`config.mk`:
```
export PLATFORM = sky130hd
export DESIGN_NAME = time_gate_exec
export DESIGN_NICKNAME = d
export VERILOG_FILES = /design/src/rtl/tgs_pkg.sv /design/src/rtl/tgs_cmd_mem.sv /design/src/rtl/tgs_sequencer.sv /design/src/rtl/tgs_gate_out.sv /design/src/rtl/time_gate_exec.sv
export SDC_FILE = /design/constraint.sdc
export NUM_CORES = 2
export LEC_CHECK = 0
export ABC_AREA = 1
export BUFFER_PORTS_ARGS = -buffer_cell sky130_fd_sc_hd__buf_2
export CAP_MARGIN = 20
export CORE_UTILIZATION = 57
export DETAILED_ROUTE_END_ITERATION = 12
export PLACE_DENSITY = 0.76
export SLEW_MARGIN = 20
export SYNTH_ARGS = -nofsm -noshare
export SYNTH_HDL_FRONTEND = slang
export SYNTH_SLANG_ARGS = --single-unit
export TNS_END_PERCENT = 100
```
`constraint.sdc`:
```
create_clock -name clk -period 2.27 [get_ports clk]
set_input_delay 0.3405 -clock clk [delete_from_list [all_inputs] [get_ports clk]]
set_output_delay 0.3405 -clock clk [all_outputs]
set_load 0.1 [all_outputs]
```
`src/rtl/tgs_pkg.sv`:
```
package tgs_pkg;
    typedef enum logic [1:0] {
        ST_IDLE,
        ST_LOAD,
        ST_RUN,
        ST_HOLD
    } seq_state_t;
endpackage

```
`src/rtl/tgs_cmd_mem.sv`:
```
module tgs_cmd_mem #(
    parameter int DEPTH  = 64,
    parameter int WORD_W = 22,
    localparam int IDX_W = $clog2(DEPTH)
) (
    input  logic              clk,
    input  logic              wr_en,
    input  logic              wr_bank,
    input  logic [IDX_W-1:0]  wr_idx,
    input  logic [WORD_W-1:0] wr_data,
    input  logic              rd_bank,
    input  logic [IDX_W-1:0]  rd_idx,
    output logic [WORD_W-1:0] rd_word
);
    logic [WORD_W-1:0] bank_word [2];

    for (genvar b = 0; b < 2; b++) begin : g_bank
        logic [WORD_W-1:0] slots [DEPTH];
        always_ff @(posedge clk) begin
            if (wr_en && (wr_bank == b[0]))
                slots[wr_idx] <= wr_data;
        end
        assign bank_word[b] = slots[rd_idx];
    end

    assign rd_word = bank_word[rd_bank];
endmodule

```
`src/rtl/tgs_sequencer.sv`:
```
module tgs_sequencer
    import tgs_pkg::*;
#(
    parameter int MASK_W = 8,
    parameter int CNT_W  = 14,
    parameter int DEPTH  = 64,
    localparam int IDX_W  = $clog2(DEPTH),
    localparam int WORD_W = CNT_W + MASK_W
) (
    input  logic              clk,
    input  logic              rst_n,
    input  logic              run_en,
    input  logic              cycle_start,
    input  logic              byte_tick,
    input  logic              link_gig,
    input  logic              bank_req,
    input  logic              single_bank,
    input  logic [WORD_W-1:0] cmd_word,
    output logic              act_bank,
    output logic [IDX_W-1:0]  cmd_idx,
    output logic [MASK_W-1:0] mask_q,
    output logic              running,
    output logic              cnt_err,
    output logic              addr_err
);
    localparam logic [IDX_W-1:0] LAST_IDX = IDX_W'(DEPTH - 1);

    seq_state_t state_q, state_d;
    logic [CNT_W-1:0]  rem_q;
    logic [CNT_W-1:0]  step;
    logic [CNT_W-1:0]  cmd_cnt;
    logic [MASK_W-1:0] cmd_mask;
    logic              cmd_done;

    assign cmd_mask = cmd_word[MASK_W-1:0];
    assign cmd_cnt  = cmd_word[WORD_W-1:MASK_W];
    assign step     = link_gig ? CNT_W'(1) : CNT_W'(2);
    assign cmd_done = byte_tick && (rem_q <= step);
    assign running  = (state_q != ST_IDLE);

    always_comb begin
        state_d = state_q;
        if (!run_en) begin
            state_d = ST_IDLE;
        end else if (cycle_start) begin
            state_d = ST_LOAD;
        end else begin
            unique case (state_q)
                ST_IDLE: state_d = ST_IDLE;
                ST_LOAD: state_d = (cmd_cnt == '0) ? ST_HOLD : ST_RUN;
                ST_RUN: begin
                    if (cmd_done)
                        state_d = (cmd_idx == LAST_IDX) ? ST_HOLD : ST_LOAD;
                end
                ST_HOLD: state_d = ST_HOLD;
                default: state_d = ST_IDLE;
            endcase
        end
    end

    always_ff @(posedge clk or negedge rst_n) begin
        if (!rst_n) state_q <= ST_IDLE;
        else        state_q <= state_d;
    end

    always_ff @(posedge clk or negedge rst_n) begin
        if (!rst_n) begin
            act_bank <= 1'b0;
            cmd_idx  <= '0;
            mask_q   <= '1;
            rem_q    <= '0;
            cnt_err  <= 1'b0;
            addr_err <= 1'b0;
        end else if (run_en && cycle_start) begin
            if (state_q == ST_LOAD || state_q == ST_RUN)
                cnt_err <= 1'b1;
            act_bank <= single_bank ? 1'b0 : bank_req;
            cmd_idx  <= '0;
        end else if (run_en) begin
            unique case (state_q)
                ST_LOAD: begin
                    mask_q <= cmd_mask;
                    rem_q  <= cmd_cnt;
                end
                ST_RUN: begin
                    if (cmd_done) begin
                        if (cmd_idx == LAST_IDX) addr_err <= 1'b1;
                        else                     cmd_idx  <= cmd_idx + 1'b1;
                    end else if (byte_tick) begin
                        rem_q <= rem_q - step;
                    end
                end
                default: ;
            endcase
        end
    end
endmodule

```
`src/rtl/tgs_gate_out.sv`:
```
module tgs_gate_out #(
    parameter int MASK_W = 8,
    localparam int STAT_W = MASK_W + 3
) (
    input  logic              run_en,
    input  logic              running,
    input  logic [MASK_W-1:0] mask_q,
    input  logic              act_bank,
    input  logic              cnt_err,
    input  logic              addr_err,
    output logic [MASK_W-1:0] gate_allow,
    output logic [STAT_W-1:0] status
);
    always_comb begin
        gate_allow = (run_en && running) ? mask_q : '1;
        status     = {addr_err, cnt_err, act_bank, gate_allow};
    end
endmodule

```
`src/rtl/time_gate_exec.sv`:
```
module time_gate_exec #(
    parameter int MASK_W = 8,
    parameter int CNT_W  = 14,
    parameter int DEPTH  = 64,
    localparam int IDX_W  = $clog2(DEPTH),
    localparam int WORD_W = CNT_W + MASK_W,
    localparam int STAT_W = MASK_W + 3
) (
    input  logic              clk,
    input  logic              rst_n,
    input  logic              global_en,
    input  logic              port_en,
    input  logic              bank_req,
    input  logic              single_bank,
    input  logic              link_gig,
    input  logic              byte_tick,
    input  logic              cycle_start,
    input  logic              wr_en,
    input  logic              wr_bank,
    input  logic [IDX_W-1:0]  wr_idx,
    input  logic [WORD_W-1:0] wr_data,
    output logic [MASK_W-1:0] gate_allow,
    output logic              active_bank,
    output logic              cnt_err,
    output logic              addr_err,
    output logic [STAT_W-1:0] status
);
    logic              run_en;
    logic              running;
    logic [IDX_W-1:0]  cmd_idx;
    logic [WORD_W-1:0] cmd_word;
    logic [MASK_W-1:0] mask_q;

    assign run_en = global_en && port_en;

    tgs_cmd_mem #(.DEPTH(DEPTH), .WORD_W(WORD_W)) u_mem (
        .clk     (clk),
        .wr_en   (wr_en),
        .wr_bank (wr_bank),
        .wr_idx  (wr_idx),
        .wr_data (wr_data),
        .rd_bank (active_bank),
        .rd_idx  (cmd_idx),
        .rd_word (cmd_word)
    );

    tgs_sequencer #(.MASK_W(MASK_W), .CNT_W(CNT_W), .DEPTH(DEPTH)) u_seq (
        .clk         (clk),
        .rst_n       (rst_n),
        .run_en      (run_en),
        .cycle_start (cycle_start),
        .byte_tick   (byte_tick),
        .link_gig    (link_gig),
        .bank_req    (bank_req),
        .single_bank (single_bank),
        .cmd_word    (cmd_word),
        .act_bank    (active_bank),
        .cmd_idx     (cmd_idx),
        .mask_q      (mask_q),
        .running     (running),
        .cnt_err     (cnt_err),
        .addr_err    (addr_err)
    );

    tgs_gate_out #(.MASK_W(MASK_W)) u_out (
        .run_en     (run_en),
        .running    (running),
        .mask_q     (mask_q),
        .act_bank   (active_bank),
        .cnt_err    (cnt_err),
        .addr_err   (addr_err),
        .gate_allow (gate_allow),
        .status     (status)
    );
endmodule

```
==> results by group <==
Placement
  • Dpl cells: 12,600
  • GP Congestion: about 0.94
  • DP Worst Slack: -1.09 ns
  • Port bufs: 60
  • DP HPWL: 209 mm

Floorplan
  • I/O pins: between 60 and 70
  • Die X: around 450 um
  • Row cnt: 164
  • Core Area: ~0.20 mm^2
  • Die area: 0.205 mm^2
  • Die Height: 452 um
  • Initial Utilization: 57.6%

Run status
  • Status: finished, violations left
  • Violated checks: negative setup slack

Detailed routing
  • Routed wire per std cell: ~27 um
  • TritonRoute pass-1 iters: 11
  • Remaining DRCs: 0
  • Vias per cell: 6.35
  • ANT nets after route: 0
  • Post-Route WL: 357 mm
  • Via count: 83,700
  • Iteration-0 DRC count of the detailed router: 14,400

Worst setup path
  • R2r endpoint: u_seq.mask_q[6]
  • Reg2reg setup slack: -0.72 ns
  • CP Capture Type: flip-flop
  • Most frequent cell on the critical path: nand3_1
  • CP Max Fanout: 12
  • Critical Path AT: between 3 and 4 ns
  • Reg2Reg Depth: 14
  • Critical Path RT: 3.10 ns
  • CP max-delay cell: dfrtp_4
  • Crit path cell chain: buf_12 -> buf_16 -> buf_16 -> bufbuf_16 -> buf_4 -> o21ai_1 -> o221ai_1 -> nand3_1 -> nand4_1 -> nand3_2 -> nand3_1 -> buf_4 -> nand3_1 -> o21ai_1
  • CP Launch Type: flip-flop
  • CP max stage delay: about 0.48 ns
  • Reg-to-reg startpoint: u_seq.cmd_idx[0]
  • Crit Path Class: reg2reg

Power
  • Pwr Density: 979 mW/mm^2
  • Max VDD drop: around 0.68 mV
  • Leakage: 51.0 nW

Synthesis
  • Yosys reg bits: 2,849
  • Cell Area, Synth: between 0.1 and 0.15 mm^2
  • Syn. warnings: 0
  • Number of flops mapped to enable cells by yosys: 2,816
  • Area contributors post-synth: edfxtp_1 (73%), nand2_1 (6.5%), nor2_1 (4.6%)
  • Distinct cell type count after synthesis: 37
  • Synth area leader: edfxtp_1
  • Syn_nets: slightly below 10,000
  • Avg Cell Area, Syn: 11.9 um^2
  • Sequential share of the synthesized area: 73.9%
  • Post-Syn Instances: 9,696
  • Synth Flop Type: edfxtp_1
  • Post-synth ARST share: 1.16%
  • Synth top area share: approximately 73%

Finish
  • Share of cells above drive strength 1: 17.2%
  • P&R area growth vs syn: 21.4%
  • Finished Layout Cells: approximately 13,000
  • Fin nets: 10,400
  • Commonest non-fill, non-tap cell in the layout: edfxtp_1
  • Most frequent cells in the layout: edfxtp_1 (2,816), nand2_1 (1,919), nor2_1 (1,335)

STA
  • Final Hold Vio Count: 0
  • Crit path time final: 2.99 ns
  • Clock skew: ~0.064 ns
  • Final setup fails: 40
  • Worst-Margin Slew: approximately 0.85 ns
  • Final worst slack: -0.722 ns
  • Achievable Freq: 334 MHz
  • Fin crit share: 132%
  • Hold_ws: approximately 0.045 ns
  • Relative slew slack: between 40 and 50%
  • Unrepaired setup endpoints after global routing: yes
  • Pins Over Slew Limit: 0

CTS
  • Clock transition at path regs: 0.06 ns
  • Clk buf depth: 4
  • H-tree depth: 5
  • Sink Count: 2,849
  • TritonCTS clock tree: done
  • Worst skew pair latency: around 0.96 ns
  • TritonCTS Buffers: ~300
  • Root buffer cell: clkbuf_16

GRT
  • Vias in the first global route: 81,100
  • Initial antenna violation count: 14
  • Grt total ovfl: 0
  • Largest net degree at the start of global routing: 128
  • First-pass GRT wire length: 515 mm
  • Total GRT Usage: 34.3%

Min path
  • Hold path cells: 2
  • Hold path start: wr_data[8]
  • Hold Path Sink: u_mem.g_bank[1].slots[3][8]
  • Worst hold path class: in2reg

Job
  • Maxcap violations: 0
-- state kept, by name, summed over array words and instances, names as in the netlist --
signal	cells
u_seq.cmd_idx	6
u_seq.mask_q	8
u_seq.addr_err	1
u_seq.cnt_err	1
u_mem.g_bank.slots	2816
u_seq.state_q	2
u_seq.act_bank	1
u_seq.rem_q	14
-- cells in the mapped netlist, drive strengths merged (2+ instances only) --
cell,number
nand3b,3
o21ai,940
nand2,2004
dfrtp,25
a31oi,3
nand3,826
nor3,125
o31ai,2
dfstp,8
edfxtp,2816
clkbuf,308
nor3b,2
o211a,2
ha,8
nand4,26
xor2,6
buf,330
o221ai,105
nor2,1411
or2,15
a21oi,165
o22ai,155
o211ai,67
inv,329
clkinv,9
-- worst max path at each step --
stage	endpoint	from	slack, ns	cells after the start
4_1_cts	u_seq.mask_q[2]	u_seq.cmd_idx[0]	-0.61	14
6_report	u_seq.mask_q[6]	u_seq.cmd_idx[0]	-0.72	14
5_1_grt	u_seq.state_q[0]	u_seq.cmd_idx[0]	-0.81	23
3_3_place_gp	u_seq.state_q[0]	u_seq.cmd_idx[0]	-1.14	22
2_1_floorplan	u_mem.g_bank[1].slots[55][0]	wr_idx[3]	-0.33	4
3_5_place_dp	u_seq.state_q[0]	u_seq.cmd_idx[0]	-1.09	22
-- worst max-delay path: cells and delay by family, from the launching register on --
| kind | cells | cell delay [ns] |
|---|---|---|
| buffers and inverters | 6 | 1.16 |
| AND/OR/NAND/NOR | 5 | 0.83 |
| flip-flops | 1 | 0.48 |
| AO/OA/AOI/OAI | 3 | 0.35 |
-- through the flow --
| stage | setup TNS, ns | area, um^2 | power [mW] | util, % |
|---|---|---|---|---|
| after floorplan | -626.46 | 116000 | 75.3 | - |
| after global placement | -39.09 | 128000 | 87.3 | 63.6 |
| after detailed placement | -69.41 | 128000 | 88.1 | 63.6 |
| after CTS | -15.07 | 139000 | 136 | 69.4 |
| after global routing | -19.14 | 140000 | 141 | 69.9 |
| final | -17.07 | 140000 | 137 | 69.9 |
-- cells by family after synthesis --
kind of cell,after synthesis,share of synthesized area [%]
flip-flops,2849,73.9
AO/OA/AOI/OAI,1442,6.92
XOR/XNOR,7,0.0530
adder cells (fa/ha/maj),9,0.104
buffers and inverters,976,3.58
AND/OR/NAND/NOR,4413,15.5
-- power by group --
part / internal [mW] / switching, mW
Combinational: 11.6 / 21.6
Clock: 26.3 / 19.6
Sequential: 58.2 / 0.207
-- layout make-up --
class	instances	area [um^2]
Multi-Input combinational cell	5871	29100
Timing Repair Buffer	941	12200
Clock inverter	137	1020
Sequential cell	2849	85400
Tap cell	2656	3320
Timing Repair inverter	3	28.8
Fill cell	12400	60300
Antenna cell	6	15.0
Inverter	338	1350
Clock buffer	377	7940
-- metal layers --
layer  global-route usage, %  up-vias  routed length, um
met5                       0        -                 10
met1                    44.8    40400             121000
met3                    7.45     1247              47300
li1                        -    35500                  -
met4                    22.0        2              25800
met2                    52.4     6613             163000
-- repair_timing --
action	4_1_cts	5_1_grt
cloned	20	10
hold buffers	26	0
endpoints found under the hold margin	543	0
pin swaps	93	61
endpoints found under the setup margin	47	44
resized for setup	473	170
buffers inserted	24	14
No activity file was read; power rests on OpenSTA's default activity.
